`src/rtl/cpu16_pkg.sv`:
```
package cpu16_pkg;
    localparam int WORD_W = 16;
    localparam int PC_W   = 15;
    localparam int JMP_W  = 3;

    typedef logic [WORD_W-1:0] word_t;
    typedef logic [PC_W-1:0]   paddr_t;

    typedef enum logic {
        KIND_CONST = 1'b0,
        KIND_COMP  = 1'b1
    } kind_e;

    typedef struct packed {
        logic clr_x;
        logic inv_x;
        logic clr_y;
        logic inv_y;
        logic fsel;
        logic inv_o;
    } alu_ctl_t;

    typedef struct packed {
        kind_e            kind;
        logic             y_from_mem;
        alu_ctl_t         alu;
        logic             ld_a;
        logic             ld_d;
        logic             st_m;
        logic [JMP_W-1:0] jcond;
    } dec_t;

    typedef struct packed {
        word_t  a;
        word_t  d;
        paddr_t pc;
    } core_state_t;
endpackage

```
`src/rtl/cpu16_decode.sv`:
```
module cpu16_decode
    import cpu16_pkg::*;
(
    input  word_t instr,
    output dec_t  dec
);
    logic unused_fmt_bits;
    assign unused_fmt_bits = ^instr[14:13];

    always_comb begin
        dec            = '0;
        dec.kind       = instr[15] ? KIND_COMP : KIND_CONST;
        dec.y_from_mem = instr[12];
        dec.alu        = alu_ctl_t'(instr[11:6]);
        if (dec.kind == KIND_COMP) begin
            dec.ld_a  = instr[5];
            dec.ld_d  = instr[4];
            dec.st_m  = instr[3];
            dec.jcond = instr[2:0];
        end else begin
            dec.ld_a  = 1'b1;
        end
    end
endmodule

```
`src/rtl/cpu16_alu.sv`:
```
module cpu16_alu
    import cpu16_pkg::*;
#(
    parameter int W = WORD_W
) (
    input  logic [W-1:0] x,
    input  logic [W-1:0] y,
    input  alu_ctl_t     ctl,
    output logic [W-1:0] res,
    output logic         zr,
    output logic         ng
);
    logic [W-1:0] x_c, x_n, y_c, y_n, f_out;

    always_comb begin
        x_c   = ctl.clr_x ? '0 : x;
        x_n   = ctl.inv_x ? ~x_c : x_c;
        y_c   = ctl.clr_y ? '0 : y;
        y_n   = ctl.inv_y ? ~y_c : y_c;
        f_out = ctl.fsel ? (x_n + y_n) : (x_n & y_n);
        res   = ctl.inv_o ? ~f_out : f_out;
        zr    = (res == '0);
        ng    = res[W-1];
    end
endmodule

```
`src/rtl/cpu16_branch.sv`:
```
module cpu16_branch
    import cpu16_pkg::*;
(
    input  logic [JMP_W-1:0] jcond,
    input  logic             zr,
    input  logic             ng,
    output logic             take
);
    logic hit_neg, hit_zero, hit_pos;

    always_comb begin
        hit_neg  = jcond[2] & ng;
        hit_zero = jcond[1] & zr;
        hit_pos  = jcond[0] & ~zr & ~ng;
        take     = hit_neg | hit_zero | hit_pos;
    end
endmodule

```
`src/rtl/cpu16_core.sv`:
```
module cpu16_core
    import cpu16_pkg::*;
(
    input  logic        clk,
    input  logic        rst,
    input  logic [15:0] instr,
    input  logic [15:0] rd_data,
    output logic [15:0] wr_data,
    output logic        wr_en,
    output logic [14:0] addr,
    output logic [14:0] pc
);
    dec_t        dec;
    core_state_t st_d, st_q;
    word_t       alu_y, alu_res;
    logic        alu_zr, alu_ng, jmp_take;

    cpu16_decode u_decode (
        .instr (instr),
        .dec   (dec)
    );

    assign alu_y = dec.y_from_mem ? rd_data : st_q.a;

    cpu16_alu #(.W(WORD_W)) u_alu (
        .x   (st_q.d),
        .y   (alu_y),
        .ctl (dec.alu),
        .res (alu_res),
        .zr  (alu_zr),
        .ng  (alu_ng)
    );

    cpu16_branch u_branch (
        .jcond (dec.jcond),
        .zr    (alu_zr),
        .ng    (alu_ng),
        .take  (jmp_take)
    );

    always_comb begin
        st_d = st_q;
        if (dec.ld_a) begin
            st_d.a = (dec.kind == KIND_CONST) ? instr : alu_res;
        end
        if (dec.ld_d) begin
            st_d.d = alu_res;
        end
        st_d.pc = jmp_take ? st_q.a[PC_W-1:0] : st_q.pc + PC_W'(1);
    end

    always_ff @(posedge clk) begin
        if (rst) begin
            st_q <= '0;
        end else begin
            st_q <= st_d;
        end
    end

    assign wr_en   = dec.st_m;
    assign wr_data = dec.st_m ? alu_res : '0;
    assign addr    = st_q.a[PC_W-1:0];
    assign pc      = st_q.pc;

    // Checks on register behaviour over time
    assert_reset_clears_R1: assert property (@(posedge clk) disable iff (rst)
        $past(rst) |-> (pc == '0 && addr == '0))
        else $error("R1: state not cleared by reset");

    assert_const_load_R2: assert property (@(posedge clk) disable iff (rst)
        (!instr[15]) |=> (st_q.a == $past(instr)))
        else $error("R2: constant not loaded into A");

    assert_d_hold_R5: assert property (@(posedge clk) disable iff (rst)
        !(instr[15] && instr[4]) |=> $stable(st_q.d))
        else $error("R5: D changed without a D destination");

    assert_wdata_quiet_R6: assert property (@(posedge clk) disable iff (rst)
        (wr_data != '0) |-> wr_en)
        else $error("R6: write data driven without write enable");

    assert_flags_exclusive_R7: assert property (@(posedge clk) disable iff (rst)
        alu_zr |-> !alu_ng)
        else $error("R7: zero and negative flags both set");

    assert_pc_jump_R8: assert property (@(posedge clk) disable iff (rst)
        jmp_take |=> (pc == $past(addr)))
        else $error("R8: taken jump did not load A");

    assert_pc_step_R8: assert property (@(posedge clk) disable iff (rst)
        !jmp_take |=> (pc == PC_W'($past(pc) + PC_W'(1))))
        else $error("R8: program counter did not step by one");
endmodule

```
`config.mk`:
```
export PLATFORM = sky130hd
export DESIGN_NAME = cpu16_core
export DESIGN_NICKNAME = d
export VERILOG_FILES = /design/src/rtl/cpu16_pkg.sv /design/src/rtl/cpu16_decode.sv /design/src/rtl/cpu16_alu.sv /design/src/rtl/cpu16_branch.sv /design/src/rtl/cpu16_core.sv
export SDC_FILE = /design/constraint.sdc
export NUM_CORES = 1
export LEC_CHECK = 0
export ABC_CLOCK_PERIOD_IN_PS = 6420
export CAP_MARGIN = 30
export CORE_MARGIN = 4
export CORE_UTILIZATION = 26
export CTS_CLUSTER_SIZE = 12
export DETAILED_ROUTE_END_ITERATION = 10
export DONT_BUFFER_PORTS = 1
export PLACE_DENSITY = 0.43
export RECOVER_POWER = 100
export SLEW_MARGIN = 20
export SYNTH_ARGS = -nofsm -noshare
export SYNTH_HDL_FRONTEND = slang
export SYNTH_SLANG_ARGS = --single-unit
```
`constraint.sdc`:
```
create_clock -name clk -period 6.42 [get_ports clk]
set_input_delay 0.642 -clock clk [delete_from_list [all_inputs] [get_ports clk]]
set_output_delay 0.642 -clock clk [all_outputs]
set_load 0.01 [all_outputs]
```
==> out/results.ini <==
[status]
status = completed

[clock_network]
cts_buffer_depth = 2
clk_pin_slew_ns = 0.07
clkLatencyLatePin_ns = 0.30
postCtsHoldBufs = 0
postCtsResizedCells = 0
post-cts-setup-buffers = 0
clkSinkCount = 47
cts_inserted_buffers = 5
cts_tree = built
htreeDepth = 2
clockRootBuffer = clkbuf_16

[run]
drv_cap = 0

[global_route]
gr-total-overflow = 0
grt_pass1_wl_um = 20100
grt_use_total_pct = 14.3
antenna_found_initial = 0
grt_max_degree = 63
grt_pass1_vias = 3310

[floorplan]
die_h_um = 136
core-area_sq_mm = 0.0159
die_width_um = 136
dieArea_sq_mm = 0.0185
initial_core_util_pct = 26.7
io_pins = 81
rows = 46

[min_path]
whs_path_depth = 1
min_path_type = primary input to register
holdPathEnd = addr[0]
hp-start = rst

[synthesis]
async_flop_share_pct = 0
synth_seq_cells = 47
synth_area_per_cell_sq_um = 7.79
synthDominantCellAreaShare_pct = 22.1
synth_top_area_cell = dfxtp_1
synth_edf_count = 0
yosysWarnings = 0
synth_area_sq_mm = 0.00426
synthFlopType = dfxtp_1
synthDistinctLibCells = 56
ys_top_cells_by_area = dfxtp_1, nor2_1, mux2i_1
syn_inst = 546
yosysSeqAreaShare_pct = 22.1
synth_fp_nets = 598

[sta]
fmax_mhz = 193
fin_crit_ns = 5.19
period_share_pct = 80.9
fin_ws_ns = 1.23
worstMarginPinSlew_ns = 0.771
tns_ns = 0
drv_slew = 0
rsz0062_at_grt = false
maxSlewHeadroom_pct = 48.2
setup_violations = 0
hold_viol = 0
skew_ns = 0.00965

[layout]
nFillCells = 1796
multi_input_area_sq_mm = 0.00289
num-nets-final = 543
seqCellArea_sq_um = 941
antenna_cells = 0
finalInstanceArea_sq_mm = 0.00432
area_growth_pct = 1.47
drive_gt1_share_pct = 2.64

[routing]
wire_per_inst_um = 18.6
drc_errors = 0
vias = 3449
ant_nets = 0
drt-initial-drc-count = 208
wl_um = 13200
drt_first_pass_iters = 4
vias_per_cell = 4.87

[critical_path]
crit_required_ns = 6.61
crit_path_frequent_cell = mux2i_1
crit_path_end_kind = register
critical_path.max_fanout = 15
reg2reg_to = pc[8]
r2r_start = addr[0]
critical_path_arrival_ns = 5.38
max_stage_delay_ns = 0.58
critPathSlowestCell = a211oi_1
crit_path_start_kind = register
reg2regPathDepth = 15
path_cells = mux2i_1 -> nor2_1 -> xor2_1 -> ha_1 -> fa_1 -> a211oi_1 -> o21bai_1 -> mux2i_1 -> a211oi_1 -> and4b_1 -> mux2i_1 -> or4_1 -> or4b_1 -> a31oi_4 -> mux2_2
r2r_setup_slack_ns = 1.23
worstSetupPathType = register to register

[power_and_ir_drop]
power.ir.vdd_worst_uv = 98.5
internal_power_uw = 670
p_per_area_mw_per_mm2 = 250
p_comb_share_pct = 37.8
clkPwrFrac_pct = 29.1
power_leakage_nw = 1.70
p_sw_share_pct = 37.9
p_seq_share_pct = 33.1
power.switching_uw = 409

[place]
port_buffers = 0
place_area_sq_mm = 0.00418
gp_congestion = 0.834
dpl_worst_slack_ns = 1.22
dpl.hpwl_um = 10100

Yosys cell counts, types with 2 or more instances:
cell type and instances:
a2111oi_0 2, a211o_1 2, a211oi_1 15, a211oi_2 3, a21boi_0 2, a21o_1 2
a21oi_1 30, a22oi_1 2, a31oi_1 2, a41oi_1 2, and2_1 6, and3_1 6
and4_1 2, buf_1 4, buf_4 30, clkbuf_1 27, dfxtp_1 47, ha_1 17
inv_1 10, mux2_1 13, mux2i_1 36, nand2_1 24, nand2b_1 19, nand3_1 9
nand3b_1 3, nand4_1 2, nor2_1 101, nor2b_1 15, nor3_1 6, o211ai_1 4
o21a_1 2, o21ai_0 6, o21ai_1 2, o31ai_1 4, xnor2_1 36, xor2_1 33
through the flow:
stage / utilization, % / hold WS (ns) / cells / power, mW
floorplan: - / 0.437 / 546 / 0.719
global placement: 26.2 / 0.437 / 700 / 0.777
detailed placement: 26.2 / 0.442 / 700 / 0.781
CTS: 27.3 / 0.396 / 708 / 1.10
global route: 27.1 / 0.395 / 708 / 1.15
finish: 27.1 / 0.419 / 708 / 1.08
kinds of logic after synthesis:
kind of cell	synth area share, %
DFF	22.1
buffers and inverters	9.29
adders and majority gates	5.47
xor gates and xnor gates	14.2
AOI/OAI and AO/OA	15.0
and+or+nand+nor	21.8
muxes	12.2
how the worst max path moves through the flow:
stage | slack, ns | from | endpoint
6_report | 1.23 | addr[0] | pc[8]
5_1_grt | 0.80 | addr[0] | pc[8]
4_1_cts | 1.42 | addr[0] | pc[8]
3_5_place_dp | 1.22 | instr[12] | pc[8]
3_3_place_gp | 1.27 | instr[12] | pc[8]
2_1_floorplan | 0.99 | instr[12] | pc[0]
area by class of cell:
cell class | instances | area share [%]
multi-input cells | 426 | 67.0
flip-flops and latches | 47 | 21.8
well taps | 216 | 6.26
clock buffers | 5 | 2.90
clock inverters | 3 | 1.07
inverters | 10 | 0.869
repair buffers | 1 | 0.0869
flip-flops by register name, indices dropped and copies added (netlist names):
name and cells:
pc 15, addr 15, st_q 17
cell usage in the layout, fill, tap and decap left out, types with 5 or more instances in the layout:
| cell | count |
|---|---|
| a211oi_1 | 18 |
| a21oi_1 | 30 |
| and3_1 | 6 |
| clkbuf_16 | 5 |
| dfxtp_1 | 47 |
| ha_1 | 17 |
| inv_1 | 10 |
| mux2_1 | 13 |
| mux2i_1 | 36 |
| nand2_1 | 24 |
| nand2b_1 | 19 |
| nand3_1 | 9 |
| nor2_1 | 101 |
| nor2b_1 | 15 |
| nor3_1 | 6 |
| o21ai_0 | 8 |
| xnor2_1 | 36 |
| xor2_1 | 33 |
metal layers:
layer	vias to the layer above	track usage, %	wire [um]
met1	1640	18.1	5810
met3	13	3.55	867
met2	70	24.2	6290
li1	1726	-	-
met5	-	0	0
met4	0	3.92	218
power groups by stage:
stage / registers, mW / logic (mW) / clock network, mW
detailed placement: 0.365 / 0.416 / 0
CTS: 0.358 / 0.418 / 0.328
floorplan: 0.341 / 0.377 / 0
global route: 0.362 / 0.456 / 0.335
finish: 0.357 / 0.408 / 0.314
global placement: 0.365 / 0.412 / 0
critical path, delay by kind of cell (launching register included):
family | cells | cell delay, ns
adders and majority gates | 2 | 0.69
and+or+nand+nor | 4 | 1.41
muxes | 4 | 0.73
xor gates and xnor gates | 1 | 0.09
DFF | 1 | 0.48
AOI/OAI and AO/OA | 4 | 1.67
Note: power is estimated with default switching activity, not from simulation.
